## src/rtl/addr_regbuf.sv

```systemverilog
module addr_regbuf #(
  parameter int WIDE_W  = 25,
  parameter int SPLIT_W = 14
) (
  input  logic                   clk,
  input  logic                   rst_n,
  input  logic                   cfg_split,
  input  logic                   cfg_half,
  input  logic                   dcs_n,
  input  logic                   csr_n,
  input  logic [WIDE_W-1:0]      d_in,
  output logic [2*SPLIT_W-1:0]   q_out,
  output logic                   q_dcs_n,
  output logic                   q_csr_n
);
  localparam int OUT_W = 2 * SPLIT_W;
  localparam int B_LO  = WIDE_W - SPLIT_W;
  localparam int PAD_W = OUT_W - WIDE_W;

  logic [WIDE_W-1:0]  held;
  logic [SPLIT_W-1:0] lane_pick;
  logic               load;

  assign load = !dcs_n || !csr_n;

  always_ff @(posedge clk or negedge rst_n) begin
    if (!rst_n) begin
      held    <= '0;
      q_dcs_n <= 1'b0;
      q_csr_n <= 1'b0;
    end else begin
      if (load) held <= d_in;
      q_dcs_n <= dcs_n;
      q_csr_n <= csr_n;
    end
  end

  assign lane_pick = cfg_half ? held[WIDE_W-1:B_LO] : held[SPLIT_W-1:0];
  assign q_out     = cfg_split ? {lane_pick, lane_pick} : {{PAD_W{1'b0}}, held};


  wide_load_chk: assert property (@(posedge clk) disable iff (!rst_n)
    (!cfg_split && load) |=> q_out[WIDE_W-1:0] == $past(d_in));


  wide_pad_zero_chk: assert property (@(posedge clk) disable iff (!rst_n)
    !cfg_split |-> q_out[OUT_W-1:WIDE_W] == '0);


  split_a_chk: assert property (@(posedge clk) disable iff (!rst_n)
    (cfg_split && !cfg_half && load) |=>
      (q_out[SPLIT_W-1:0] == $past(d_in[SPLIT_W-1:0]) &&
       q_out[OUT_W-1:SPLIT_W] == $past(d_in[SPLIT_W-1:0])));


  split_b_chk: assert property (@(posedge clk) disable iff (!rst_n)
    (cfg_split && cfg_half && load) |=>
      (q_out[SPLIT_W-1:0] == $past(d_in[WIDE_W-1:B_LO]) &&
       q_out[OUT_W-1:SPLIT_W] == $past(d_in[WIDE_W-1:B_LO])));


  deselect_hold_chk: assert property (@(posedge clk) disable iff (!rst_n)
    (dcs_n && csr_n) |=> q_out == $past(q_out));


  cs_pass_chk: assert property (@(posedge clk) disable iff (!rst_n)
    1'b1 |=> (q_dcs_n == $past(dcs_n) && q_csr_n == $past(csr_n)));


  reset_low_chk: assert property (@(posedge clk)
    !rst_n |-> (q_out == '0 && !q_dcs_n && !q_csr_n));
endmodule

```

## config.mk

```make
export PLATFORM = sky130hd
export DESIGN_NAME = addr_regbuf
export DESIGN_NICKNAME = d
export VERILOG_FILES = /design/src/rtl/addr_regbuf.sv
export SDC_FILE = /design/constraint.sdc
export NUM_CORES = 1
export LEC_CHECK = 0
export ABC_CLOCK_PERIOD_IN_PS = 1200
export BUFFER_PORTS_ARGS = -buffer_cell sky130_fd_sc_hd__buf_2
export CAP_MARGIN = 15
export CORE_MARGIN = 2
export CORE_UTILIZATION = 40
export CTS_CLUSTER_SIZE = 12
export DETAILED_ROUTE_END_ITERATION = 7
export GPL_TIMING_DRIVEN = 0
export PLACE_DENSITY = 0.68
export REMOVE_ABC_BUFFERS = 1
export SYNTH_ARGS = -nofsm -noshare
export SYNTH_HDL_FRONTEND = slang
export SYNTH_SLANG_ARGS = --single-unit
```

## constraint.sdc

```tcl
create_clock -name clk -period 1.2 [get_ports clk]
set_input_delay 0.18 -clock clk [delete_from_list [all_inputs] [get_ports clk]]
set_output_delay 0.18 -clock clk [all_outputs]
set_load 0.01 [all_outputs]
```

* Word level (Yosys, flattened, before mapping)
Cells that the tools add are included.
W data, S select, Z words.
** Storage, ports and cells
- Input bits :: 31
- Output and inout port bits :: 30
- Register bits :: 27
** Cells by class
- Muxes and demuxes :: 2
- Reductions and logical operators :: 3
** Operators with widths (count)
- $mux W28 :: 1
- $mux W14 :: 1
- $logic_not A1 Y1 :: 2
- $logic_or A1 B1 Y1 :: 1

* Logic depth before layout (Yosys ltp)
Gate-level depths: netlist of the first run.
- Depth in word-level cells :: 2
- Depth in mapped cells :: 4
- Mapped depth without buffers :: 2

* Least setup slack after synthesis of the first run
No wires, ideal clock.
- Kind :: input to output
- From :: input cfg_half
- To :: output q_out[10]
- Path buffers :: 2
- Stages on the path :: 4
- Required time :: 1020 ps
- Slack :: 153 ps
- Arrival time :: 867 ps
- Path through :: buf_6 -> nand2_4 -> buf_6 -> mux2_4
** Between the ends
- Cells in the longest elaborated chain, start to end :: 2
** RTL lines
- start: declaration :: line 8 : input logic cfg_half,
- $mux W14 :: line 38 : assign lane_pick = cfg_half ? held[WIDE_W-1:B_LO] : held[SPLIT_W-1:0];
- $mux W28 :: line 39 : assign q_out = cfg_split ? {lane_pick, lane_pick} : {{PAD_W{1'b0}}, held};
- end: declaration :: line 12 : output logic [2*SPLIT_W-1:0] q_out,
Every way passes these cells.

* Worst setup path after layout of the first run
- From :: register held[11]
- To :: output q_out[0]
** Between the ends
- Cells in the longest elaborated chain, start to end :: 2
** RTL lines
- start: declaration :: line 20 : logic [WIDE_W-1:0] held;
- start signal: assignment :: line 32 : if (load) held <= d_in;
- $mux W14 :: line 38
- $mux W28 :: line 39
Every way passes these cells.

==> results of run 1 <==
-- sequential cells by signal, indices dropped and copies added (netlist names) --
| signal | flops |
|---|---|
| q_dcs_n | 1 |
| held | 25 |
| q_csr_n | 1 |
-- metrics by stage --
step / setup slack [ps] / area (um2)
after floorplan: 201 / 1430
after global placement: -353 / 1790
after detailed placement: -351 / 1790
after CTS: -89.2 / 1960
after global routing: -177 / 1960
final: -84.7 / 1960
-- area by class of cell --
class                   count  area [um2]
fillers                   336        1680
multi-input cells          80         766
flip-flops and latches     27         676
repair buffers             61         410
well taps                  48        60.1
clock buffers               4        45.0
-- layer usage --
layer  up-vias  part of all wire [%]  global-route usage, %
li1        522                     -                      -
met1       516                    41                   17.7
met2        32                    54                   29.5
met3         2                   4.5                   2.26
met4         0                  0.88                   3.91
met5         -                     0                      0
-- cell usage after synthesis (all sizes together) --
cell    count
clkbuf      2
mux2       39
nor2b       3
buf         6
dfrtp      27
mux2i      14
a21oi      11
nor2       11
nand2       2
-- kinds of logic (layout without fill, tap and decap cells) --
group	count (synthesis)	after routing	synth area share, %
mux	53	53	41.3
simple gates	16	16	5.20
compound gates	11	11	3.69
flops	27	27	45.3
buf+inv	8	65	4.53
-- worst min path at each step --
stage / start / endpoint / slack [ps] / depth (start not counted)
floorplan: rst_n / held[0] / -120 / 0
global placement: rst_n / q_csr_n / 210 / 1
detailed placement: rst_n / held[20] / 230 / 1
CTS: csr_n / q_csr_n / 40 / 1
global route: csr_n / q_csr_n / 20 / 1
finish: dcs_n / q_dcs_n / 40 / 1
-- what timing repair did --
action / 4_1_cts / 5_1_grt
resized for setup: 21 / 0
setup endpoints to repair: 28 / 28
pin swaps: 11 / 2
setup buffers: 0 / 0
endpoints found under the hold margin: 27 / 0
hold buffers: 1 / 0
-- report_power, final --
part / total (mW) / leakage, nW / switching, mW / internal [mW]
Sequential: 1.05 / 0.315 / 0.0640 / 0.984
Clock: 0.500 / 0.0228 / 0.263 / 0.237
Combinational: 0.608 / 0.626 / 0.254 / 0.355
-- worst max-delay path, delay by kind of cell (launching register included) --
| kind | cells | cell delay [ps] |
|---|---|---|
| muxes | 1 | 290 |
| buffers and inverters | 1 | 120 |
| DFF | 1 | 430 |
==> results.tsv, run 1 <==
metric	value	unit
hold_class	in -> reg	
yosys.cell_types.count	12	
p_leak	0.963	nW
grt_max_degree	28	
critPathLaunch	held[11]	
grt_first_pass_wirelength	5.04	mm
insertion_delay	260	ps
n_antenna_cell	0	
ant_nets	0	
setup_tns	-1210	ps
cts.sinks	27	
r2r-end	held[11]	
yosys_register_bits	27	
post-route-util	53.9	%
vias	1072	
cts-root-buf	clkbuf_8	
drive_above_1_share	60.5	%
power	2.16	mW
final_cell_count_no_fill	220	
placementRows	22	
core_area	3630	um2
hold_viol	0	
tightestPinTransition	596	ps
crit-reg2reg-launch	held[11]	
setup_slack	-84.7	ps
final_common_cell	buf_2	
hold_slack	38.3	ps
post-route-min-period	1280	ps
fmax	778	MHz
initial_core_util	41.1	%
synth_top_area_cell	dfrtp_1	
syn-cell-area	1490	um2
die_h	65.1	um
min_period_over_period	107	%
rrSetupSlack	390	ps
ys_seq_area_share	45.3	%
hpwl	2.18	mm
wl_per_cell	14.0	um
die_area	4240	um2
arrival	1100	ps
antenna_found_initial	0	
clkTransAtPathRegs	90	ps
grtUsageTotal	15.4	%
setup_viol_count_final	28	
final_cell_mix	buf_2, mux2_2, dfrtp_1	
violations	negative setup slack	
synth_area_per_cell	13.0	um2
viasPerCell	4.87	
slew_headroom	60.3	%
slowest_delay	430	ps
endpoint	q_out[0]	
outcome	finished, violations left	
fp.dieW	65.1	um
finClkSkew	0	ps
drt_pass1_iterations	2	
cp_cell_sequence	mux2_2 > buf_6	
port_buffers	60	
routed_wirelength	3.07	mm
cts_tree	done	
fin_nets	204	
path_class	reg -> out	
yosys-top-cells-area	dfrtp_1, mux2_2, mux2_4	
worstPathRequired	1020	ps
rsz0062_at_grt	true	
cts_buffers	3	
clock_path_buffers	2	
power_density	1100	nW/um2
maxSlewViolCount	0	
ys_warn_count	0	
reg2reg_depth	1	
start_kind	flop	
yosysTopAreaCellShare	45.3	%
drt_iter0_markers	29	
h-tree-depth	1	
route.detailed.drc	0	
end_kind	output port	
syn2layout_area_growth	31.1	%
grt_pass1_vias	1122	
worstPathMaxFanout	5	
worst_ir_drop_vdd	0.550	mV
place_congestion	0.667	
grt-ovfl-total	0	
cpMaxStageDelayCell	dfrtp_1	
place_inst	215	
synthCells	115	
boundaryPins	61	
drv_cap	0	
Note: power is estimated with default switching activity, not from simulation.
==> run 2, diff against run 1 <==
--- a/config.mk
+++ b/config.mk
@@ -9,12 +9,12 @@
 export BUFFER_PORTS_ARGS = -buffer_cell sky130_fd_sc_hd__buf_2
 export CAP_MARGIN = 15
 export CORE_MARGIN = 2
-export CORE_UTILIZATION = 40
+export CORE_UTILIZATION = 35
 export CTS_CLUSTER_SIZE = 12
 export DETAILED_ROUTE_END_ITERATION = 7
 export GPL_TIMING_DRIVEN = 0
-export PLACE_DENSITY = 0.68
 export REMOVE_ABC_BUFFERS = 1
+export SLEW_MARGIN = 40
 export SYNTH_ARGS = -nofsm -noshare
 export SYNTH_HDL_FRONTEND = slang
 export SYNTH_SLANG_ARGS = --single-unit
==> run 2 against run 1 <==
Routed wire length up 5.5%. Setup slack worse by 14 ps. The run still ends with negative setup slack left. Sequential power about the same. Fmax down 1.0%. Total power up 0.94%. Combinational power about the same.
==> results.tsv, run 2 (synthesis gave the netlist of run 1 again) <==
metric	value	unit	change
post-route-util	48.2	%	-5.7 points
grt_pass1_vias	1178		+5.0%
outcome	finished, violations left		
fin_nets	204		unchanged
hold_viol	0		unchanged
drive_above_1_share	60.5	%	unchanged
n_fill_cell	379		+13%
slew_headroom	59.2	%	-1.1 points
final_common_cell	buf_2		
grtUsageTotal	13.5	%	-1.8 points
insertion_delay	270	ps	about the same
hold_class	in -> reg		
seq_area	676	um2	unchanged
setup_viol_count_final	28		unchanged
vias	1065		-0.65%
setup_slack	-98.2	ps	-13.6 ps
worst_ir_drop_vdd	0.594	mV	+8.0%
cts-root-buf	clkbuf_8		
multi_input_area	762	um2	-0.49%
initial_core_util	36.8	%	-4.3 points
violations	negative setup slack		
rsz0062_at_grt	true		
h-tree-depth	1		unchanged
fp.dieW	69.3	um	+6.5%
place_congestion	0.666		-0.12%
placementRows	23		+4.5%
drt_pass1_iterations	4		+2
fmax	770	MHz	-1.0%
place_inst	217		+0.93%
n_antenna_cell	0		unchanged
viasPerCell	4.80		-1.5%
hold_depth	1		unchanged
post-route-min-period	1300	ps	+13.6 ps
worstPathMaxFanout	5		unchanged
syn2layout_area_growth	31.0	%	about the same
route.detailed.drc	0		unchanged
port_buffers	60		unchanged
grt_max_degree	28		unchanged
slowest_delay	430	ps	about the same
min_period_over_period	108	%	+1.1 points
die_area	4800	um2	+13%
cp_cell_sequence	mux2_2 > buf_6		
largest_register_ffs	25		unchanged
die_h	69.3	um	+6.5%
p_leak	0.958	nW	-0.50%
arrival	1120	ps	+20 ps
cts_buffers	3		unchanged
end_kind	output port		
rrSetupSlack	380	ps	about the same
final_cell_mix	buf_2, mux2_2, dfrtp_1		
grt-ovfl-total	0		unchanged
tightestPinTransition	612	ps	+15.8 ps
post_cts_buffers	0		unchanged
core_area	4060	um2	+12%
maxSlewViolCount	0		unchanged
cts_tree	done		
place_area	1790	um2	+0.14%
reg2reg_depth	1		unchanged
path_class	reg -> out		
final_cell_count_no_fill	222		+0.91%
regMostFlops	held		
cpMaxStageDelayCell	dfrtp_1		
largestRegisters	held: 25 flops, q_csr_n: 1 flops, q_dcs_n: 1 flops		
ant_nets	0		unchanged
clock_path_buffers	2		unchanged
antenna_found_initial	0		unchanged
drv_cap	0		unchanged
boundaryPins	61		unchanged
hpwl	2.28	mm	+4.5%
finClkSkew	0	ps	unchanged
power_density	1110	nW/um2	+1.0%
worstPathRequired	1020	ps	about the same
drt_iter0_markers	42		+45%
grt_first_pass_wirelength	5.38	mm	+6.8%
design_area	1960	um2	about the same
cts.sinks	27		unchanged
clkTransAtPathRegs	90	ps	about the same
start_kind	flop		
wl_per_cell	14.6	um	+4.6%
routed_wirelength	3.24	mm	+5.5%
==> run 2: worst max-delay path, delay by kind of cell (launching register included) <==
family,cells,cell delay [ps]
DFF,1,430
muxes,1,290
buffers and inverters,1,120
==> run 2: worst paths after layout <==
path                           from       end
min                           csr_n   q_csr_n
max in group asynchronous     rst_n  held[10]
max                        held[11]  q_out[0]
max reg2reg                held[13]  held[13]
min in group asynchronous     rst_n   q_dcs_n
min reg2reg                 held[1]   held[1]
==> run 2: final cells by class <==
cell class | count | area share (%)
multi-input cells | 80 | 39.0
repair buffers | 61 | 21.0
well taps | 50 | 3.20
clock buffers | 4 | 2.30
flip-flops and latches | 27 | 34.5
==> run 2: timing repair <==
action                     4_1_cts  5_1_grt
resized for setup               21        0
setup endpoints to repair       28       28
hold buffers                     1        0
hold endpoints to repair        27        0
gates cloned                     0        0
pin swaps                       11        2
==> run 2: stage by stage <==
step	total power, mW	hold WS (ps)	worst slack (ps)	TNS [ps]
6_report	2.18	31.2	-98.2	-1560
5_1_grt	2.30	22.1	-156	-3180
4_1_cts	2.20	29.0	-96.2	-1730
3_5_place_dp	1.60	234	-365	-7920
3_3_place_gp	1.58	213	-375	-7330
2_1_floorplan	1.36	-116	201	0
==> run 2: per-layer routing <==
metal	vias to the layer above	routed length (um)	global-route usage, %
li1	519	-	-
met1	512	1360	16.2
met2	32	1670	24.5
met3	2	193	3.49
met4	0	17	2.61
met5	-	0	0
==> run 2: where the power goes <==
group          internal, mW  total (mW)  switching, mW
clock network         0.238       0.520          0.282
registers             0.984        1.05         0.0663
logic                 0.353       0.607          0.254
total                  1.57        2.18          0.603
